--- src/rtl/vfr_pkg.sv ---
package vfr_pkg;
  localparam int NLANE = 4;

  localparam logic [2:0] K_SOF = 3'd1;
  localparam logic [2:0] K_SOL = 3'd2;
  localparam logic [2:0] K_BLK = 3'd4;
  localparam logic [2:0] K_EOF = 3'd5;
  localparam logic [2:0] K_EOL = 3'd6;

  typedef enum logic [1:0] {ST_IDLE, ST_PRE, ST_CODE, ST_DATA} emit_st_t;

  function automatic logic [NLANE-1:0] lane_mask(input logic [1:0] code);
    case (code)
      2'd0:    lane_mask = 4'b0001;
      2'd1:    lane_mask = 4'b0011;
      default: lane_mask = 4'b1111;
    endcase
  endfunction
endpackage

--- src/rtl/vfr_linebuf.sv ---
module vfr_linebuf
  import vfr_pkg::*;
#(
  parameter int WORD_W   = 12,
  parameter int MAX_LINE = 64
) (
  input  logic                    clk,
  input  logic                    we,
  input  logic [1:0]              wbank,
  input  logic [$clog2(MAX_LINE/2)-1:0] waddr,
  input  logic [WORD_W-1:0]       wdata,
  input  logic [NLANE*$clog2(MAX_LINE/2)-1:0] raddr,
  output logic [NLANE*WORD_W-1:0] rdata
);
  localparam int DEPTH = MAX_LINE / 2;
  localparam int AW    = $clog2(DEPTH);

  for (genvar m = 0; m < NLANE; m++) begin : g_bank
    logic [WORD_W-1:0] mem [DEPTH];
    logic [WORD_W-1:0] rd_q;
    always_ff @(posedge clk) begin
      if (we && wbank == 2'(m)) mem[waddr] <= wdata;
      rd_q <= mem[raddr[m*AW +: AW]];
    end
    assign rdata[m*WORD_W +: WORD_W] = rd_q;
  end
endmodule

--- src/rtl/vfr_serializer.sv ---
module vfr_serializer #(
  parameter int WORD_W = 12
) (
  input  logic              clk,
  input  logic              rst,
  input  logic              load,
  input  logic [WORD_W-1:0] word,
  output logic              bit_out
);
  logic [WORD_W-1:0] shreg;

  always_ff @(posedge clk) begin
    if (rst)       shreg <= '0;
    else if (load) shreg <= word;
    else           shreg <= {shreg[WORD_W-2:0], 1'b0};
  end

  assign bit_out = shreg[WORD_W-1];
endmodule

--- src/rtl/vfr_emitter.sv ---
module vfr_emitter
  import vfr_pkg::*;
#(
  parameter int WORD_W    = 12,
  parameter int MAX_LINE  = 64,
  parameter int PRE_ZEROS = 2,
  parameter int VB_W      = 4
) (
  input  logic                    clk,
  input  logic                    rst,
  input  logic                    hold,
  input  logic [1:0]              lanes_code,
  input  logic                    packet,
  input  logic [VB_W-1:0]         vblank,
  input  logic                    launch,
  input  logic                    l_sel,
  input  logic [$clog2(MAX_LINE+1)-1:0] l_len,
  input  logic                    l_first,
  input  logic                    l_last,
  input  logic [NLANE*WORD_W-1:0] rd_data,
  output logic                    idle,
  output logic [NLANE*$clog2(MAX_LINE/2)-1:0] rd_addr,
  output logic [NLANE-1:0]        lane_load,
  output logic [NLANE*WORD_W-1:0] lane_word
);
  localparam int LW = $clog2(MAX_LINE + 1);
  localparam int AW = $clog2(MAX_LINE / 2);
  localparam int CW = $clog2(PRE_ZEROS + 2);
  localparam int TW = $clog2(WORD_W);

  emit_st_t          st;
  logic [CW-1:0]     cnt;
  logic [LW-1:0]     beat, len;
  logic              sel, first, last, ending, blank;
  logic [VB_W-1:0]   blank_left;
  logic [TW-1:0]     tcnt;
  logic              tick;
  logic [NLANE-1:0]  mask;
  logic [LW:0]       span, nbeats;
  logic              last_beat;
  logic [LW+1:0]     base;
  logic [2:0]        kind;
  logic [WORD_W-1:0] code_word;
  logic [WORD_W-1:0] wnext [NLANE];
  logic [WORD_W-1:0] lw_q  [NLANE];

  assign tick      = (tcnt == TW'(WORD_W - 1));
  assign mask      = lane_mask(lanes_code);
  assign span      = (LW+1)'(1) << lanes_code;
  assign nbeats    = ({1'b0, len} + span - (LW+1)'(1)) >> lanes_code;
  assign last_beat = ({1'b0, beat} == nbeats - (LW+1)'(1));
  assign base      = {2'b00, beat} << lanes_code;
  assign idle      = (st == ST_IDLE);

  always_comb begin
    if (blank)        kind = K_BLK;
    else if (!packet) kind = K_SOL;
    else if (ending)  kind = last ? K_EOF : K_EOL;
    else              kind = first ? K_SOF : K_SOL;
  end
  assign code_word = {(WORD_W-3)'(0), kind};

  // bank m holds pixels p with p mod 4 == m; row is p / 4
  for (genvar m = 0; m < NLANE; m++) begin : g_raddr
    logic [AW-2:0] row;
    assign row = base[AW:2] + (AW-1)'(base[1:0] > 2'(m));
    assign rd_addr[m*AW +: AW] = {sel, row};
  end

  for (genvar j = 0; j < NLANE; j++) begin : g_lane
    logic [1:0]        bk;
    logic [LW+1:0]     kidx;
    logic              inr;
    logic [WORD_W-1:0] pixw;
    assign bk   = base[1:0] + 2'(j);
    assign kidx = base + (LW+2)'(j);
    assign inr  = kidx < {2'b00, len};
    assign pixw = rd_data[int'(bk)*WORD_W +: WORD_W];
    always_comb begin
      case (st)
        ST_PRE:  wnext[j] = (cnt == '0) ? '1 : '0;
        ST_CODE: wnext[j] = code_word;
        ST_DATA: wnext[j] = (!blank && inr) ? pixw : '0;
        default: wnext[j] = '0;
      endcase
    end
    assign lane_word[j*WORD_W +: WORD_W] = lw_q[j];
  end

  always_ff @(posedge clk) begin
    if (rst) tcnt <= '0;
    else     tcnt <= tick ? '0 : tcnt + TW'(1);
  end

  always_ff @(posedge clk) begin
    if (rst || hold) begin
      st         <= ST_IDLE;
      cnt        <= '0;
      beat       <= '0;
      len        <= '0;
      sel        <= 1'b0;
      first      <= 1'b0;
      last       <= 1'b0;
      ending     <= 1'b0;
      blank      <= 1'b0;
      blank_left <= '0;
      lane_load  <= '0;
      for (int j = 0; j < NLANE; j++) lw_q[j] <= '0;
    end else begin
      lane_load <= '0;
      if (st == ST_IDLE) begin
        if (launch) begin
          st         <= ST_PRE;
          cnt        <= '0;
          beat       <= '0;
          sel        <= l_sel;
          len        <= l_len;
          first      <= l_first;
          last       <= l_last;
          ending     <= 1'b0;
          blank      <= 1'b0;
          blank_left <= (!packet && l_last) ? vblank : '0;
        end
      end else if (tick) begin
        lane_load <= mask;
        for (int j = 0; j < NLANE; j++)
          if (mask[j]) lw_q[j] <= wnext[j];
        case (st)
          ST_PRE: begin
            if (cnt == CW'(PRE_ZEROS)) st <= ST_CODE;
            else                       cnt <= cnt + CW'(1);
          end
          ST_CODE: begin
            if (ending) st <= ST_IDLE;
            else begin
              st   <= ST_DATA;
              beat <= '0;
            end
          end
          ST_DATA: begin
            if (!last_beat) beat <= beat + LW'(1);
            else if (packet) begin
              st     <= ST_PRE;
              cnt    <= '0;
              ending <= 1'b1;
            end else if (blank_left != '0) begin
              st         <= ST_PRE;
              cnt        <= '0;
              blank      <= 1'b1;
              blank_left <= blank_left - VB_W'(1);
            end else begin
              st <= ST_IDLE;
            end
          end
          default: st <= ST_IDLE;
        endcase
      end
    end
  end
endmodule

--- src/rtl/vfr_framer.sv ---
module vfr_framer
  import vfr_pkg::*;
#(
  parameter int WORD_W    = 12,
  parameter int MAX_LINE  = 64,
  parameter int PRE_ZEROS = 2,
  parameter int VB_W      = 4
) (
  input  logic                    clk,
  input  logic                    rst,
  input  logic                    standby,
  input  logic                    cfg_we,
  input  logic [1:0]              cfg_lanes,
  input  logic                    cfg_packet,
  input  logic [VB_W-1:0]         cfg_vblank,
  input  logic                    fv,
  input  logic                    lv,
  input  logic [WORD_W-1:0]       pix,
  output logic [NLANE*WORD_W-1:0] lane_word,
  output logic [NLANE-1:0]        lane_load,
  output logic [NLANE-1:0]        lane_bit,
  output logic                    cfg_err
);
  localparam int LW = $clog2(MAX_LINE + 1);
  localparam int AW = $clog2(MAX_LINE / 2);

  // held configuration
  logic [1:0]      lanes_q;
  logic            packet_q;
  logic [VB_W-1:0] vblank_q;

  always_ff @(posedge clk) begin
    if (rst) begin
      lanes_q  <= 2'd2;
      packet_q <= 1'b0;
      vblank_q <= VB_W'(1);
      cfg_err  <= 1'b0;
    end else if (cfg_we) begin
      if (!standby || cfg_lanes == 2'd3) cfg_err <= 1'b1;
      else begin
        lanes_q  <= cfg_lanes;
        packet_q <= cfg_packet;
        vblank_q <= cfg_vblank;
      end
    end
  end

  // line capture into the ping-pong store
  logic          lv_q, fv_q, lv_fall, lv_rise, fv_fall;
  logic [LW-1:0] wr_idx, pend_len;
  logic          wsel, pend, pend_sel, pend_first, frame_first;
  logic          launch, em_idle, wr_en;

  assign lv_rise = lv && !lv_q;
  assign lv_fall = !lv && lv_q;
  assign fv_fall = !fv && fv_q;
  assign wr_en   = lv && !standby && (wr_idx < LW'(MAX_LINE));
  assign launch  = pend && em_idle && !standby && (lv_rise || fv_fall);

  always_ff @(posedge clk) begin
    if (rst) begin
      lv_q        <= 1'b0;
      fv_q        <= 1'b0;
      wr_idx      <= '0;
      wsel        <= 1'b0;
      pend        <= 1'b0;
      pend_sel    <= 1'b0;
      pend_len    <= '0;
      pend_first  <= 1'b0;
      frame_first <= 1'b1;
    end else begin
      lv_q <= lv;
      fv_q <= fv;
      if (standby) begin
        pend        <= 1'b0;
        wr_idx      <= '0;
        frame_first <= 1'b1;
      end else begin
        if (fv && !fv_q) frame_first <= 1'b1;
        if (lv && wr_idx != LW'(MAX_LINE)) wr_idx <= wr_idx + LW'(1);
        if (lv_fall) begin
          pend        <= 1'b1;
          pend_sel    <= wsel;
          pend_len    <= wr_idx;
          pend_first  <= frame_first;
          frame_first <= 1'b0;
          wsel        <= ~wsel;
          wr_idx      <= '0;
        end
        if (launch) pend <= 1'b0;
      end
    end
  end

  logic [NLANE*AW-1:0]     rd_addr;
  logic [NLANE*WORD_W-1:0] rd_data;

  vfr_linebuf #(.WORD_W(WORD_W), .MAX_LINE(MAX_LINE)) u_buf (
    .clk   (clk),
    .we    (wr_en),
    .wbank (wr_idx[1:0]),
    .waddr ({wsel, wr_idx[AW:2]}),
    .wdata (pix),
    .raddr (rd_addr),
    .rdata (rd_data)
  );

  vfr_emitter #(
    .WORD_W(WORD_W), .MAX_LINE(MAX_LINE), .PRE_ZEROS(PRE_ZEROS), .VB_W(VB_W)
  ) u_emit (
    .clk        (clk),
    .rst        (rst),
    .hold       (standby),
    .lanes_code (lanes_q),
    .packet     (packet_q),
    .vblank     (vblank_q),
    .launch     (launch),
    .l_sel      (pend_sel),
    .l_len      (pend_len),
    .l_first    (pend_first),
    .l_last     (fv_fall),
    .rd_data    (rd_data),
    .idle       (em_idle),
    .rd_addr    (rd_addr),
    .lane_load  (lane_load),
    .lane_word  (lane_word)
  );

  for (genvar j = 0; j < NLANE; j++) begin : g_ser
    vfr_serializer #(.WORD_W(WORD_W)) u_ser (
      .clk     (clk),
      .rst     (rst),
      .load    (lane_load[j]),
      .word    (lane_word[j*WORD_W +: WORD_W]),
      .bit_out (lane_bit[j])
    );
  end
endmodule

--- config.mk ---
export PLATFORM = sky130hd
export DESIGN_NAME = vfr_framer
export DESIGN_NICKNAME = d
export VERILOG_FILES = /design/src/rtl/vfr_pkg.sv /design/src/rtl/vfr_linebuf.sv /design/src/rtl/vfr_serializer.sv /design/src/rtl/vfr_emitter.sv /design/src/rtl/vfr_framer.sv
export SDC_FILE = /design/constraint.sdc
export NUM_CORES = 2
export LEC_CHECK = 0
export BUFFER_PORTS_ARGS = -buffer_cell sky130_fd_sc_hd__buf_2
export CORE_ASPECT_RATIO = 1.1
export CORE_MARGIN = 2
export CORE_UTILIZATION = 29
export CTS_CLUSTER_DIAMETER = 80
export DETAILED_ROUTE_END_ITERATION = 12
export PLACE_DENSITY_LB_ADDON = 0.1
export REMOVE_ABC_BUFFERS = 1
export SLEW_MARGIN = 20
export SYNTH_ARGS = -nofsm -noshare
export SYNTH_HDL_FRONTEND = slang
export SYNTH_SLANG_ARGS = --single-unit
export TNS_END_PERCENT = 5
--- constraint.sdc ---
create_clock -name clk -period 5.9 [get_ports clk]
set_input_delay 1.18 -clock clk [delete_from_list [all_inputs] [get_ports clk]]
set_output_delay 1.18 -clock clk [all_outputs]
set_load 0.02 [all_outputs]
==> out/qor.csv <==
stage;metric;value;unit
status;outcome;completed;
clocking;H-Tree Depth;4;
clocking;clk buf depth;3;
floorplanning;core footprint;241000;µm²
floorplanning;num rows;189;
placement;gpl congestion;0.786;
routing;Post-route DRC;0;
finish;post-route insts no fill;7583;
yosys;EDFF count, synth;1584;
global_route;vias in the first global route;37293;
placement;Cells after DPL;7233;
yosys;Yosys cell types;75;
finish;share of layout cells above drive strength 1;23.5;%
global_route;pin count of the biggest net entering global routing;124;
setup_path;WP data arrival;5980;ps
global_route;first-pass GRT wire length;301000;µm
setup_path;Critical Path End Type;flop;
sta;Fmax;190;MHz
clocking;Root Driver;clkbuf_16;
floorplanning;IO Count;82;
sta;max-slew violations;0;
floorplanning;chip height;520;µm
routing;DRT Wirelength;214000;µm
sta;slew at the pin closest to its max-slew limit;1080;ps
floorplanning;Die Area;246000;µm²
hold_path;Hold EP;g_ser[3].u_ser.shreg[5]$_SDFF_PP0_;
sta;sum of negative setup slack;0;ps
yosys;post-synth top area share;67.8;%
sta;RSZ-0062 raised after global routing;false;
placement;HPWL Detailed;131000;µm
global_route;Overflow after GRT;0;
yosys;ys flop type;edfxtp_1;
yosys;Mapped Cells;4031;
finish;Syn-to-layout area delta;16.2;%
pwr;total power;26.5;mW
yosys;Synth Cell Area;70100;µm²
yosys;sequential share of the synthesized area;72.4;%
floorplanning;Initial Utilization;29.1;%
setup_path;Worst Path Required;6620;ps
clocking;clk slew on worst S/H paths;60;ps
sta;Setup Skew;40.0;ps
clocking;hold_buf cts;0;
global_route;initial antenna violation count;7;
sta;Rel. slew slack;28.0;%
finish;Final Cell Area;81500;µm²
hold_path;min-delay worst type;flop to flop;
setup_path;FF-to-FF Start;lanes_q[0]$_SDFFE_PP0P_;
routing;Detailed Route Iter0 Violations;3146;
routing;residual antenna-violating net count after detailed routing;0;
routing;Pre-antenna DRT Iters;5;
setup_path;R2R depth;18;
yosys;Avg Inst Size Synth;17.4;µm²
clocking;clock sinks;1743;
yosys;Synth Register Bits;1743;
pwr;Peak VDD IR;238;µV
clocking;Worst-Skew Late Latency;840;ps
sta;setup violators final;0;
yosys;ranking of synthesized cells by area;edfxtp_1 (68%), mux4_2 (13%), dfxtp_1 (4.5%);
sta;Period Utilization, post-route;89.2;%
sta;Tmin final;5260;ps
setup_path;worst setup path class;flop to flop;
setup_path;crit-path max FO;16;
run;max-cap violations;0;
setup_path;CP startpoint kind;flop;
yosys;YS warnings;0;
routing;vias per cell;4.91;
hold_path;critical hold path startpoint;g_ser[3].u_ser.shreg[4]$_SDFF_PP0_;
yosys;Synth area leader;edfxtp_1;
pwr;pwr dens;325;nW/µm²
clocking;Post-CTS Setup Bufs;0;
clocking;CTS tree;built;
sta;Fin. Hold Viols;0;
placement;Placed Area;75500;µm²
setup_path;R2R Path End;u_emit.st[1]$_SDFFE_PP0P_;
yosys;asr flop ratio synth;0;%
floorplanning;Die W;473;µm
routing;WL/cell;28.2;µm
clocking;cts repair resizes;0;
routing;Via Count;37254;
finish;fin nets;4361;
global_route;Tot GR Track Use;17.2;%
setup_path;Reg2Reg Setup Slack;640;ps
pwr;Pleak;26.1;nW
hold_path;hold path depth;2;
clocking;TritonCTS buffer count;187;
placement;Port Buf Inserts;81;
==> state kept, by name, indices dropped and copies added, names as in the netlist, 2 cells and up <==
register / flops
u_emit.tcnt: 4
u_emit.blank_left: 4
u_emit.lane_load: 3
vblank_q: 4
u_emit.st: 2
u_emit.lw_q: 48
lanes_q: 2
wr_idx: 7
pend_len: 7
u_buf.g_bank.mem: 1536
g_ser.u_ser.shreg: 48
u_emit.len: 7
u_emit.beat: 7
u_emit.cnt: 2
u_buf.g_bank.rd_q: 48
==> power by group <==
part / total [mW] / leakage [nW] / internal, mW / switching, mW
logic: 1.22 / 7.51 / 0.423 / 0.800
registers: 13.7 / 15.6 / 13.5 / 0.133
clock network: 11.6 / 2.91 / 6.60 / 5.02
total: 26.5 / 26.1 / 20.5 / 5.95
==> worst max-delay path, stage by stage (launching register included) <==
cell and delay (ps):
dfxtp_1 700, clkinv_1 420, nor2_1 290, inv_1 80, ha_1 280, inv_1 40, ha_1 370, a211o_1 330
a311oi_1 320, or2_2 170, ha_1 210, inv_1 70, a211oi_1 330, o211ai_1 180, xnor2_1 180, or3_1 390
o31a_1 360, o311ai_1 310, o31ai_1 110
==> area by class of cell <==
cell class / count / area, µm²
inverters: 59 / 228
diodes: 3 / 7.51
clock buffers: 257 / 5050
fillers: 23009 / 159000
multi-input cells: 1981 / 18300
clock inverters: 90 / 950
well taps: 3151 / 3940
flip-flops and latches: 1743 / 50800
repair buffers: 299 / 2240
==> routing by layer <==
layer | wire, µm | share of wire, % | vias up | track usage, %
met5 | 0 | 0 | - | 0
met4 | 3760 | 1.8 | 0 | 3.58
met3 | 7550 | 3.5 | 214 | 2.09
met2 | 101000 | 47 | 795 | 27.5
met1 | 101000 | 47 | 19920 | 25.1
li1 | - | - | 16325 | -
==> cell usage in the layout (no fill, tap or decap), drive strengths merged, types with 69 or more instances in the layout <==
cell type / Yosys / routed
edfxtp: 1584 / 1584
nand2: 485 / 485
mux4: 408 / 408
buf: 43 / 299
nor2: 295 / 295
clkbuf: 205 / 257
dfxtp: 159 / 159
nand3: 115 / 115
a21oi: 102 / 102
a311oi: 74 / 74
clkinv: 2 / 70
mux2i: 69 / 69
==> synthesized netlist by cell type (all sizes together) (13+ instances only) <==
| master | n |
|---|---|
| edfxtp | 1584 |
| nand2 | 485 |
| mux4 | 408 |
| nor2 | 295 |
| clkbuf | 205 |
| dfxtp | 159 |
| nand3 | 115 |
| a21oi | 102 |
| a311oi | 74 |
| mux2i | 69 |
| ha | 64 |
| inv | 57 |
| and3 | 52 |
| buf | 43 |
| mux2 | 43 |
| o21ai | 34 |
| a31oi | 31 |
| xnor2 | 25 |
| a211oi | 23 |
| nor3 | 16 |
| nor2b | 14 |
| nand2b | 13 |
==> kinds of logic (layout without fill, tap and decap cells) <==
logic type / count (synthesis) / in the layout / synth area share, %
compound gates: 327 / 327 / 3.20
xor+xnor: 35 / 35 / 0.437
fa+ha+maj: 65 / 65 / 1.17
buf+inv: 307 / 705 / 1.75
flops: 1743 / 1743 / 72.4
mux: 520 / 520 / 14.8
other cells: 0 / 3 / 0
simple gates: 1034 / 1034 / 6.30
==> stage by stage <==
step	util, %	setup slack, ps	hold WS, ps
after global placement	31.4	707	440
after CTS	33.9	663	462
after global routing	33.9	148	481
final	33.9	638	456
after detailed placement	31.4	675	448
after floorplan	-	-18790	427
==> how the worst max path moves through the flow <==
stage,cells past startpoint,to,startpoint,slack [ps]
floorplan,8,u_buf.g_bank[0].rd_q[0]$_DFF_P_,lanes_q[0]$_SDFFE_PP0P_,-18790
global placement,18,u_emit.st[1]$_SDFFE_PP0P_,lanes_q[0]$_SDFFE_PP0P_,710
detailed placement,19,u_emit.st[1]$_SDFFE_PP0P_,lanes_q[0]$_SDFFE_PP0P_,680
CTS,18,u_emit.st[1]$_SDFFE_PP0P_,lanes_q[0]$_SDFFE_PP0P_,660
global route,19,u_emit.st[1]$_SDFFE_PP0P_,lanes_q[0]$_SDFFE_PP0P_,150
finish,18,u_emit.st[1]$_SDFFE_PP0P_,lanes_q[0]$_SDFFE_PP0P_,640
(Power assumes the default switching activity.)
